[config.mk]
export PLATFORM = sky130hd
export DESIGN_NAME = serial_frame_rx
export DESIGN_NICKNAME = d
export VERILOG_FILES = /design/src/rtl/sfr_pkg.sv /design/src/rtl/sfr_line_sync.sv /design/src/rtl/sfr_bit_engine.sv /design/src/rtl/sfr_holding.sv /design/src/rtl/serial_frame_rx.sv
export SDC_FILE = /design/constraint.sdc
export NUM_CORES = 1
export LEC_CHECK = 0
export BUFFER_PORTS_ARGS = -buffer_cell sky130_fd_sc_hd__buf_4
export CAP_MARGIN = 0
export CORE_UTILIZATION = 57
export CTS_CLUSTER_SIZE = 40
export DETAILED_ROUTE_END_ITERATION = 6
export PLACE_DENSITY_LB_ADDON = 0.1
export SYNTH_ARGS = -nofsm -noshare
export SYNTH_HDL_FRONTEND = slang
export SYNTH_SLANG_ARGS = --single-unit
[constraint.sdc]
create_clock -name clk -period 2.4 [get_ports clk]
set_input_delay 0.24 -clock clk [delete_from_list [all_inputs] [get_ports clk]]
set_output_delay 0.24 -clock clk [all_outputs]
set_load 0.01 [all_outputs]
[src/rtl/sfr_pkg.sv]
package sfr_pkg;
  localparam int DATA_W = 8;
  localparam int IDX_W  = $clog2(DATA_W);

  typedef enum logic [2:0] {
    S_IDLE, S_START, S_DATA, S_XTRA, S_STOP1, S_STOP2, S_HOLD
  } rx_state_t;

  // index of the final data bit for the chosen length
  function automatic logic [IDX_W-1:0] last_idx(input logic len8);
    return len8 ? IDX_W'(DATA_W - 1) : IDX_W'(DATA_W - 2);
  endfunction

  // register position of the n-th received data bit
  function automatic logic [IDX_W-1:0] data_pos(input logic [IDX_W-1:0] n,
                                                input logic len8,
                                                input logic msb);
    return msb ? (last_idx(len8) - n) : n;
  endfunction

  // parity check: data ones plus parity bit must be even (odd when odd=1)
  function automatic logic parity_bad(input logic [DATA_W-1:0] d,
                                      input logic pbit,
                                      input logic odd);
    return (^d) ^ pbit ^ odd;
  endfunction
endpackage

[src/rtl/sfr_line_sync.sv]
module sfr_line_sync #(
  parameter int STAGES = 2
) (
  input  logic clk,
  input  logic rst_n,
  input  logic din,
  output logic dout
);
  logic [STAGES-1:0] q;

  generate
    for (genvar i = 0; i < STAGES; i++) begin : g_stage
      if (i == 0) begin : g_first
        always_ff @(posedge clk or negedge rst_n)
          if (!rst_n) q[0] <= 1'b1;
          else        q[0] <= din;
      end else begin : g_next
        always_ff @(posedge clk or negedge rst_n)
          if (!rst_n) q[i] <= 1'b1;
          else        q[i] <= q[i-1];
      end
    end
  endgenerate

  assign dout = q[STAGES-1];
endmodule

[src/rtl/sfr_bit_engine.sv]
module sfr_bit_engine
  import sfr_pkg::*;
#(
  parameter int OVS = 16
) (
  input  logic              clk,
  input  logic              rst_n,
  input  logic              tick,
  input  logic              rxd,
  input  logic              cfg_len8,
  input  logic              cfg_msb,
  input  logic              cfg_xtra,
  input  logic              cfg_two_stop,
  output logic              ev_start_ok,
  output logic              ev_glitch,
  output logic              ev_stop1,
  output logic              ev_stop2,
  output logic              ev_idle_set,
  output logic [DATA_W-1:0] dbuf,
  output logic              xbit,
  output logic              busy
);
  localparam int CNT_W = $clog2(OVS);
  localparam logic [CNT_W-1:0] MID  = CNT_W'(OVS/2 - 1);
  localparam logic [CNT_W-1:0] FULL = CNT_W'(OVS - 1);

  rx_state_t        state;
  logic [CNT_W-1:0] cnt;
  logic [IDX_W-1:0] idx;
  logic [CNT_W-1:0] cnt_last;
  logic             samp;

  assign cnt_last = (state == S_START || state == S_HOLD) ? MID : FULL;
  assign samp     = tick && (state != S_IDLE) && (cnt == cnt_last);

  assign ev_start_ok = samp && (state == S_START) && !rxd;
  assign ev_glitch   = samp && (state == S_START) &&  rxd;
  assign ev_stop1    = samp && (state == S_STOP1);
  assign ev_stop2    = samp && (state == S_STOP2);
  assign ev_idle_set = samp && (state == S_HOLD) && rxd;
  assign busy        = (state == S_DATA) || (state == S_XTRA) ||
                       (state == S_STOP1) || (state == S_STOP2);

  always_ff @(posedge clk or negedge rst_n) begin
    if (!rst_n) begin
      state <= S_IDLE;
      cnt   <= '0;
      idx   <= '0;
      dbuf  <= '0;
      xbit  <= 1'b0;
    end else if (tick) begin
      if ((state == S_IDLE || state == S_HOLD) && !rxd) begin
        state <= S_START;
        cnt   <= '0;
      end else if (state == S_IDLE) begin
        cnt <= '0;
      end else if (cnt != cnt_last) begin
        cnt <= cnt + 1'b1;
      end else begin
        cnt <= '0;
        case (state)
          S_START: begin
            if (!rxd) begin
              state <= S_DATA;
              idx   <= '0;
              dbuf  <= '0;
            end else begin
              state <= S_HOLD;
            end
          end
          S_DATA: begin
            dbuf[data_pos(idx, cfg_len8, cfg_msb)] <= rxd;
            if (idx == last_idx(cfg_len8))
              state <= cfg_xtra ? S_XTRA : S_STOP1;
            else
              idx <= idx + 1'b1;
          end
          S_XTRA: begin
            xbit  <= rxd;
            state <= S_STOP1;
          end
          S_STOP1: state <= cfg_two_stop ? S_STOP2 : S_HOLD;
          S_STOP2: state <= S_HOLD;
          default: state <= S_IDLE;
        endcase
      end
    end
  end
endmodule

[src/rtl/sfr_holding.sv]
module sfr_holding
  import sfr_pkg::*;
(
  input  logic              clk,
  input  logic              rst_n,
  input  logic              ev_stop1,
  input  logic              ev_stop2,
  input  logic              line_bit,
  input  logic [DATA_W-1:0] dbuf,
  input  logic              xbit,
  input  logic              cfg_mp_mode,
  input  logic              cfg_par_en,
  input  logic              cfg_par_odd,
  input  logic              rd_strobe,
  output logic              ev_load,
  output logic [DATA_W-1:0] rx_data,
  output logic              rx_addr_bit,
  output logic              rx_full,
  output logic              par_err,
  output logic              frm_err,
  output logic              ovr_err
);
  logic accepted;
  logic par_chk;

  assign ev_load = ev_stop1 && (!rx_full || rd_strobe);
  assign par_chk = cfg_par_en && !cfg_mp_mode && parity_bad(dbuf, xbit, cfg_par_odd);

  always_ff @(posedge clk or negedge rst_n) begin
    if (!rst_n) begin
      rx_data     <= '0;
      rx_addr_bit <= 1'b0;
      rx_full     <= 1'b0;
      par_err     <= 1'b0;
      frm_err     <= 1'b0;
      ovr_err     <= 1'b0;
      accepted    <= 1'b0;
    end else if (ev_load) begin
      rx_data     <= dbuf;
      rx_addr_bit <= cfg_mp_mode ? xbit : 1'b0;
      rx_full     <= 1'b1;
      par_err     <= par_chk;
      frm_err     <= !line_bit;
      ovr_err     <= 1'b0;
      accepted    <= 1'b1;
    end else begin
      if (rd_strobe) begin
        rx_full  <= 1'b0;
        par_err  <= 1'b0;
        frm_err  <= 1'b0;
        ovr_err  <= 1'b0;
        accepted <= 1'b0;
      end
      if (ev_stop1) begin
        ovr_err  <= 1'b1;
        accepted <= 1'b0;
      end
      if (ev_stop2 && !line_bit && accepted && !rd_strobe)
        frm_err <= 1'b1;
    end
  end
endmodule

[src/rtl/serial_frame_rx.sv]
module serial_frame_rx
  import sfr_pkg::*;
#(
  parameter int OVS         = 16,
  parameter int SYNC_STAGES = 2
) (
  input  logic              clk,
  input  logic              rst_n,
  input  logic              tick,
  input  logic              rxd,
  input  logic              cfg_len8,
  input  logic              cfg_msb_first,
  input  logic              cfg_par_en,
  input  logic              cfg_par_odd,
  input  logic              cfg_mp_mode,
  input  logic              cfg_two_stop,
  input  logic              rd_strobe,
  output logic [DATA_W-1:0] rx_data,
  output logic              rx_addr_bit,
  output logic              rx_full,
  output logic              par_err,
  output logic              frm_err,
  output logic              ovr_err,
  output logic              bus_idle
);
  logic              rxd_s;
  logic              ev_start_ok, ev_glitch, ev_stop1, ev_stop2, ev_idle_set;
  logic              ev_load;
  logic              engine_busy;
  logic [DATA_W-1:0] dbuf;
  logic              xbit;

  sfr_line_sync #(.STAGES(SYNC_STAGES)) u_sync (
    .clk(clk), .rst_n(rst_n), .din(rxd), .dout(rxd_s)
  );

  sfr_bit_engine #(.OVS(OVS)) u_engine (
    .clk(clk), .rst_n(rst_n), .tick(tick), .rxd(rxd_s),
    .cfg_len8(cfg_len8), .cfg_msb(cfg_msb_first),
    .cfg_xtra(cfg_par_en || cfg_mp_mode), .cfg_two_stop(cfg_two_stop),
    .ev_start_ok(ev_start_ok), .ev_glitch(ev_glitch),
    .ev_stop1(ev_stop1), .ev_stop2(ev_stop2), .ev_idle_set(ev_idle_set),
    .dbuf(dbuf), .xbit(xbit), .busy(engine_busy)
  );

  sfr_holding u_hold (
    .clk(clk), .rst_n(rst_n), .ev_stop1(ev_stop1), .ev_stop2(ev_stop2),
    .line_bit(rxd_s), .dbuf(dbuf), .xbit(xbit),
    .cfg_mp_mode(cfg_mp_mode), .cfg_par_en(cfg_par_en), .cfg_par_odd(cfg_par_odd),
    .rd_strobe(rd_strobe), .ev_load(ev_load),
    .rx_data(rx_data), .rx_addr_bit(rx_addr_bit), .rx_full(rx_full),
    .par_err(par_err), .frm_err(frm_err), .ovr_err(ovr_err)
  );

  always_ff @(posedge clk or negedge rst_n) begin
    if (!rst_n)           bus_idle <= 1'b1;
    else if (ev_start_ok) bus_idle <= 1'b0;
    else if (ev_idle_set) bus_idle <= 1'b1;
  end
endmodule

==> results of run 1 <==
-- Yosys cell counts (3+ instances only) --
cell and instances:
nand2_1 18, dfstp_2 3, inv_1 12, nor2_1 7
or3_1 3, mux2_4 7, nor3_1 6, o21ai_0 24
ha_1 5, mux2_2 4, a21oi_1 15, nand2b_1 5
o22ai_1 3, and3_1 3, clkbuf_1 8, o31ai_1 3
o32ai_1 4, mux2i_1 3, dfrtp_1 33, xnor2_1 10
-- flip-flops by register name (all words and copies together) (netlist names), 3 cells and up --
| signal | count |
|---|---|
| u_engine.cnt | 4 |
| u_engine.state | 3 |
| u_engine.dbuf | 8 |
| u_hold.rx_data | 8 |
| u_engine.idx | 3 |
-- placed cells by master (no fill, tap or decap), types with 2 or more instances in the layout --
| cell | n |
|---|---|
| nand3_1 | 2 |
| dfrtp_1 | 33 |
| nor3_1 | 6 |
| o31ai_1 | 3 |
| buf_4 | 27 |
| or3_1 | 3 |
| nor2_1 | 7 |
| xnor2_1 | 10 |
| or3b_2 | 2 |
| mux2_4 | 7 |
| nand2_1 | 18 |
| o22ai_1 | 3 |
| and3_1 | 3 |
| ha_1 | 5 |
| o21ai_0 | 24 |
| nand3b_1 | 2 |
| dlygate4sd3_1 | 2 |
| inv_1 | 12 |
| mux2_2 | 4 |
| o32ai_1 | 4 |
| dfstp_2 | 3 |
| mux2i_1 | 3 |
| a21oi_1 | 15 |
| nand2b_1 | 5 |
| a21o_1 | 2 |
| nor2b_1 | 2 |
| clkbuf_4 | 5 |
| clkbuf_8 | 2 |
| o21a_1 | 2 |
-- per-layer routing --
| layer | routed length (um) | global-route usage | vias up |
|---|---|---|---|
| met5 | 0 | 0 | - |
| met4 | 58 | 0.0794 | 0 |
| met3 | 223 | 0.0642 | 7 |
| met2 | 2010 | 0.381 | 56 |
| met1 | 1860 | 0.303 | 816 |
| li1 | - | - | 801 |
-- critical path, cell delays in order (launching register included) --
cell     delay, ns
dfrtp_1       0.57
nor3b_1       0.32
nor3_1        0.14
or3_1         0.47
nor3_1        0.25
mux2_2        0.36
-- how the worst max path moves through the flow --
stage	from	slack, ns	cells past startpoint	end
final	u_engine.state[0]$_DFFE_PN0P_	0.18	5	u_engine.xbit$_DFFE_PN0P_
after floorplan	u_engine.state[1]$_DFFE_PN0P_	0.36	6	u_hold.rx_data[0]$_DFFE_PN0P_
after global routing	u_engine.state[0]$_DFFE_PN0P_	0.05	5	u_engine.xbit$_DFFE_PN0P_
after CTS	u_engine.state[0]$_DFFE_PN0P_	0.23	5	u_engine.xbit$_DFFE_PN0P_
after global placement	u_engine.state[0]$_DFFE_PN0P_	0.33	4	u_hold.rx_data[4]$_DFFE_PN0P_
after detailed placement	u_engine.state[0]$_DFFE_PN0P_	0.25	5	u_engine.xbit$_DFFE_PN0P_
-- final cells by class --
class / instances / share of cell area
clock buffer: 7 / 0.0275
sequential: 36 / 0.382
timing repair buffer: 29 / 0.0941
inverter: 12 / 0.0190
clock inverter: 1 / 0.0127
multi-input combinational: 150 / 0.440
tap: 46 / 0.0243
-- what timing repair did --
action                                 4_1_cts  5_1_grt
endpoints found under the hold margin       34        0
setup buffers                                0        0
hold buffers                                 2        0
-- stage by stage --
stage / cell area (um^2) / power [mW] / util
2_1_floorplan: 2050 / 1.24 / -
3_3_place_gp: 2250 / 1.33 / 0.664
3_5_place_dp: 2250 / 1.38 / 0.664
4_1_cts: 2370 / 1.86 / 0.698
5_1_grt: 2370 / 1.99 / 0.698
6_report: 2370 / 1.86 / 0.698
-- power by group through the flow --
| stage | clock [mW] | sequential [mW] | combinational, mW |
|---|---|---|---|
| CTS | 0.486 | 0.786 | 0.591 |
| global placement | 0 | 0.786 | 0.546 |
| detailed placement | 0 | 0.797 | 0.584 |
| global route | 0.513 | 0.803 | 0.671 |
| finish | 0.478 | 0.789 | 0.596 |
| floorplan | 0 | 0.744 | 0.493 |
-- logic make-up after synthesis --
group	share of synthesized area
compound gates	0.180
xor+xnor	0.0470
fa+ha+maj	0.0305
buf+inv	0.0501
flops	0.442
mux	0.0880
simple gates	0.163
==> results_dict.tcl, run 1 <==
set metrics [dict create \
    layout.nets 250 \
    peakVddDrop_uv 620 \
    cts_max_level 2 \
    drtIter0Drc 105 \
    synth_top_area_share 0.403 \
    fin_skew_ns 0.0101 \
    place.gp.congestion 0.914 \
    cap_violations 0 \
    yosys.area.top_type "dfrtp_1" \
    die_y_um 61.9 \
    dr.pass1.iters 4 \
    rsz0062_at_grt "no" \
    r2r_slack_ns 0.18 \
    reg2reg_to "u_engine.xbit$_DFFE_PN0P_" \
    max_freq_mhz 451 \
    dp_slack_ns 0.255 \
    timing.rr.start "u_engine.state[0]$_DFFE_PN0P_" \
    p_leak_nw 1.12 \
    yosys_warnings 0 \
    p_switching_mw 0.645 \
    whs_endpoint "u_hold.frm_err$_DFFE_PN0P_" \
    cts_tree "built" \
    chipWidth_um 61.9 \
    post-place-cells 271 \
    setup_viol 0 \
    ys_seq_elements 36 \
    io_buffers 24 \
    crit_path_end_kind "register" \
    avgSynthCellArea_um2 9.80 \
    p_sw_frac 0.346 \
    worst_hold_slack_ns 0.0929 \
    relSlewSlack 0.597 \
    grt-ovfl-total 0 \
    cellPowerDensity_nw_per_um2 788 \
    totalWireLength_mm 4.15 \
    synth_area_um2 2050 \
    synth_edf_count 0 \
    first_global_vias 1466 \
    fp-row-count 21 \
    synth.net_count 225 \
    worstSetupStartpointType "register" \
    tns_ns 0 \
    hold_start "rd_strobe" \
    stdcell_count 281 \
    synthCells 209 \
    internal_power_mw 1.22 \
    pwr-share-seq 0.424 \
    vias 1680 \
    antenna_cells 0 \
    ios 25 \
    synthFlopType "dfrtp_1" \
    post_drt_wl_per_cell_um 14.8 \
    syn_to_final_growth_pct 15.5 \
    hp-class "in -> reg" \
    antenna_left 0 \
    hold_path_depth 2 \
    antenna_found_initial 0 \
    ctsResizeCount 0 \
    async_reset_ff_frac 1.00 \
    drive_above_1_share 0.238 \
    synth_area_leaders "dfrtp_1, o21ai_0, mux2_4, xnor2_1, dfstp_2" \
    cp.required_ns 2.64 \
    fillers 252 \
    timing.final.ws_setup_ns 0.183 \
    cts_root_buf "clkbuf_4" \
    yosysSeqAreaShare 0.442 \
    clockPowerShare 0.257 \
    clock_path_buffers 2 \
    synth_cell_type_count 46 \
    clkLatencyLatePin_ns 0.35 \
    grt_pass1_wl_mm 6.53 \
    grt_max_degree 37 \
    r2r_cells 5 \
    clock-sinks 36 \
    final_hold_viol_count 0 \
    drc_errors 0 \
    status "finished clean" \
    viasPerCell 5.98 \
    cp_data_arrival_time_ns 2.45 \
    multi_input_area_um2 1040 \
    clk_pin_slew_ns 0.10 \
    comb_power_share 0.320 \
    core_um2 3390 \
    cts_buffers 5 \
    min_period_over_period 0.924 \
    max_slew.worst_pin.slew_ns 0.603 \
    slew_viol_final 0 \
    dp_hpwl_mm 3.03 \
    track_usage 0.235 \
    initial_core_util 0.604 \
    seq_area_um2 905 \
    period_needed_ns 2.22 \
    critPathKind "reg -> reg" \
    crit_fanout 14 \
    die_area_um2 3840 \
]
Note: power is estimated with default switching activity, not from simulation.
==> run 2: changes to the inputs <==
- REMOVE_ABC_BUFFERS: default -> 1
==> results_dict.tcl, run 2 (synthesized netlist as in run 1, its figures left out) <==
set metrics [dict create \
    status "finished clean" \
    fp-row-count 21 \
    r2r_cells 5 \
    relSlewSlack 0.598 \
    fin_skew_ns 0.00306 \
    tns_ns 0 \
    antenna_left 0 \
    clk_pin_slew_ns 0.11 \
    cap_violations 0 \
    track_usage 0.238 \
    fin_util 0.688 \
    die_y_um 61.9 \
    grt_pass1_wl_mm 6.67 \
    post_drt_wl_per_cell_um 14.4 \
    layout.nets 250 \
    rsz0062_at_grt "no" \
    r2r_slack_ns 0.17 \
    crit_path_end_kind "register" \
    hp-class "in -> reg" \
    worst_hold_slack_ns 0.0838 \
    io_buffers 24 \
    core_um2 3390 \
    cts_max_level 2 \
    grt-ovfl-total 0 \
    top_regs "u_engine.dbuf (8), u_hold.rx_data (8), u_engine.cnt (4)" \
    chipWidth_um 61.9 \
    postCtsSetupBuffers 0 \
    min_period_over_period 0.928 \
    max_slew.worst_pin.slew_ns 0.599 \
    antenna_found_initial 0 \
    setup_viol 0 \
    met2_length_mm 1.98 \
    max_freq_mhz 449 \
    period_needed_ns 2.23 \
    endpoint "u_engine.xbit$_DFFE_PN0P_" \
    die_area_um2 3840 \
    viasPerCell 5.81 \
    critPathKind "reg -> reg" \
    drtIter0Drc 67 \
    crit_fanout 14 \
    drive_above_1_share 0.243 \
    clock-sinks 36 \
    ios 25 \
    slew_viol_final 0 \
    antenna_cells 0 \
    vias 1633 \
    cts_tree "built" \
    cts_buffers 5 \
    mostFrequentLayoutCells "dfrtp_1, buf_4, o21ai_0" \
    timing.rr.start "u_engine.state[0]$_DFFE_PN0P_" \
    dr.pass1.iters 4 \
    dp_hpwl_mm 3.01 \
    cp.required_ns 2.64 \
    first_global_vias 1509 \
    syn_to_final_growth_pct 13.9 \
    initial_core_util 0.604 \
    wl_met3_um 192 \
    crit_start "u_engine.state[0]$_DFFE_PN0P_" \
    routed.top_layer "met4" \
    timing.final.ws_setup_ns 0.172 \
    final_hold_viol_count 0 \
    hold_path_depth 2 \
    place.gp.congestion 0.887 \
    peakVddDrop_uv 513 \
    drc_errors 0 \
    cellPowerDensity_nw_per_um2 732 \
    reg2reg_to "u_engine.xbit$_DFFE_PN0P_" \
    clkLatencyLatePin_ns 0.34 \
    drt-met1-wl_mm 1.81 \
    dp_slack_ns 0.194 \
    cp_data_arrival_time_ns 2.46 \
    clock_path_buffers 2 \
    totalWireLength_mm 4.04 \
    p_leak_nw 1.11 \
    worstSetupStartpointType "register" \
    cts_root_buf "clkbuf_4" \
    final_common_cell "dfrtp_1" \
    grt_max_degree 37 \
]
## run 2: worst min path at each step
stage | start | to
4_1_cts | rd_strobe | u_hold.frm_err$_DFFE_PN0P_
3_5_place_dp | rst_n | u_hold.accepted$_DFFE_PN0P_
6_report | rd_strobe | u_hold.frm_err$_DFFE_PN0P_
5_1_grt | rd_strobe | u_hold.frm_err$_DFFE_PN0P_
2_1_floorplan | rst_n | u_engine.cnt[0]$_DFFE_PN0P_
3_3_place_gp | rst_n | u_hold.ovr_err$_DFFE_PN0P_
## run 2: repair_timing
action                                 CTS  global route
setup endpoints to repair                0             1
hold buffers                             2             0
endpoints found under the hold margin   34             0
resized for setup                        0             1
## run 2: through the flow
stage / area (um^2) / total power [mW] / std cells
final: 2330 / 1.71 / 281
after global routing: 2330 / 1.84 / 281
after global placement: 2250 / 1.32 / 271
after detailed placement: 2250 / 1.37 / 271
after floorplan: 1990 / 1.20 / 198
after CTS: 2330 / 1.71 / 281
## run 2: cell type report
type,count,area [um^2]
Tap cell,46,57.6
Timing Repair Buffer,29,223
Fill cell,267,1060
Inverter,12,45.0
Multi-Input combinational cell,150,1040
Sequential cell,36,906
Clock inverter,2,10.0
Clock buffer,6,51.3
## run 2: worst max-delay path: stages (launching register included)
cell,delay [ns]
dfrtp_1,0.57
nor3b_1,0.31
nor3_1,0.15
or3_1,0.48
nor3_1,0.25
mux2_2,0.36
## run 2: layer usage
metal	global-route usage	vias to the layer above
met1	0.315	770
met3	0.0538	7
met5	0	-
met2	0.381	61
met4	0.0857	0
li1	-	795
## run 2: where the power goes
| group | switching (mW) | internal [mW] | total, mW |
|---|---|---|---|
| logic | 0.308 | 0.252 | 0.560 |
| clock network | 0.205 | 0.139 | 0.345 |
| registers | 0.123 | 0.680 | 0.803 |
| total | 0.636 | 1.07 | 1.71 |
==> run 3: changes to the inputs <==
- clock period: 2.4 -> 2.48 ns (I/O delays scaled with it)
==> results_dict.tcl, run 3 (synthesized netlist as in run 1, its figures left out) <==
set metrics [dict create \
    status "finished clean" \
    seq_area_um2 905 \
    first_global_vias 1423 \
    drive_above_1_share 0.232 \
    mostFrequentLayoutCells "dfrtp_1, buf_4, o21ai_0" \
    place_area_um2 2240 \
    crit_path_end_kind "register" \
    drtIter0Drc 97 \
    grt_max_degree 37 \
    clock-sinks 36 \
    top_regs "u_engine.dbuf (8), u_hold.rx_data (8), u_engine.cnt (4)" \
    crit_fanout 18 \
    io_buffers 24 \
    final_common_cell "dfrtp_1" \
    cts_root_buf "clkbuf_4" \
    ctsResizeCount 0 \
    slew_viol_final 0 \
    clkLatencyLatePin_ns 0.34 \
    fillers 280 \
    ios 25 \
    critPathKind "reg -> reg" \
    fp-row-count 21 \
    drc_errors 0 \
    final_cell_area_um2 2330 \
    p_leak_nw 1.10 \
    place.gp.congestion 0.864 \
    max_freq_mhz 448 \
    grt_pass1_wl_mm 6.36 \
    vias 1631 \
    cp_data_arrival_time_ns 2.45 \
    viasPerCell 5.85 \
    final_hold_viol_count 0 \
    min_period_over_period 0.899 \
    slowest_delay_ns 0.57 \
    cts_tree "built" \
    clock_path_buffers 2 \
    cts_buffers 5 \
    path_buf_inv 0 \
    clk_pin_slew_ns 0.10 \
    max_slew.worst_pin.slew_ns 0.602 \
    postCtsSetupBuffers 0 \
    cts_max_level 2 \
    fin_util 0.687 \
    cap_violations 0 \
    dr.pass1.iters 5 \
    antenna_found_initial 0 \
    setup_viol 0 \
    totalWireLength_mm 4.03 \
    initial_core_util 0.604 \
    chipWidth_um 61.9 \
    worst_hold_slack_ns 0.113 \
    rsz0062_at_grt "no" \
    syn_to_final_growth_pct 13.7 \
    die_y_um 61.9 \
    crit_path_top_delay_cell "dfrtp_1" \
    antenna_cells 0 \
    core_um2 3390 \
    multi_input_area_um2 1040 \
    worstPathCellList "nor3b_1, nor3_1, or3_1, nor3_1, mux2_2" \
    crit_family "simple AND/OR/NAND/NOR gates" \
    worstSetupStartpointType "register" \
    dp_hpwl_mm 2.93 \
    fin_skew_ns 0.0159 \
    cp.required_ns 2.70 \
    tns_ns 0 \
    peakVddDrop_uv 546 \
    antenna_left 0 \
    period_needed_ns 2.23 \
    cellPowerDensity_nw_per_um2 717 \
    finalPower_mw 1.67 \
    track_usage 0.229 \
    relSlewSlack 0.596 \
    layout.nets 249 \
    hp-class "in -> reg" \
    post_drt_wl_per_cell_um 14.4 \
    grt-ovfl-total 0 \
    die_area_um2 3840 \
    worst_path_most_repeated_cell "nor3_1" \
]
## run 3: where the power goes
group | internal [mW] | switching (mW)
Combinational | 0.246 | 0.304
Clock | 0.161 | 0.183
Sequential | 0.656 | 0.120
Total | 1.06 | 0.607
## run 3: final timing paths
check	start	end	slack, ns	depth (start not counted)
max reg2reg	u_engine.state[1]$_DFFE_PN0P_	u_engine.xbit$_DFFE_PN0P_	0.25	5
max	u_engine.state[1]$_DFFE_PN0P_	u_engine.xbit$_DFFE_PN0P_	0.25	5
max in group asynchronous	rst_n	bus_idle$_DFFE_PN1P_	1.73	2
min reg2reg	u_sync.q[0]$_DFF_PN1_	u_sync.dout$_DFF_PN1_	0.36	0
min	cfg_mp_mode	u_hold.par_err$_DFFE_PN0P_	0.11	2
min in group asynchronous	rst_n	u_engine.dbuf[2]$_DFFE_PN0P_	0.39	2
## run 3: repair_timing
action                                 4_1_cts  5_1_grt
endpoints found under the hold margin       33        1
hold buffers                                 1        1
setup endpoints to repair                    0        0
## run 3: area by class of cell
| class | count | share of cell area |
|---|---|---|
| tap | 46 | 0.0247 |
| timing repair buffer | 28 | 0.0924 |
| multi-input combinational | 150 | 0.447 |
| sequential | 36 | 0.389 |
| clock buffer | 7 | 0.0279 |
| inverter | 12 | 0.0193 |
## run 3: worst register-to-register path: stages (launching register included)
cell	delay, ns
dfrtp_1	0.57
nor3b_1	0.35
nor3_1	0.13
or3_1	0.47
nor3_1	0.24
mux2_2	0.36
## run 3: per-stage QoR
step | cells | setup WS [ns]
final | 279 | 0.250
after global routing | 279 | 0.0896
after CTS | 278 | 0.287
after detailed placement | 270 | 0.292
after global placement | 270 | 0.359
after floorplan | 198 | 0.423
## run 3: metal layers
layer | routed length, um | vias up | GRT usage
met5 | 0 | - | 0
met4 | 34 | 0 | 0.0635
met3 | 183 | 6 | 0.0580
met2 | 1970 | 54 | 0.359
met1 | 1840 | 779 | 0.316
li1 | - | 792 | -
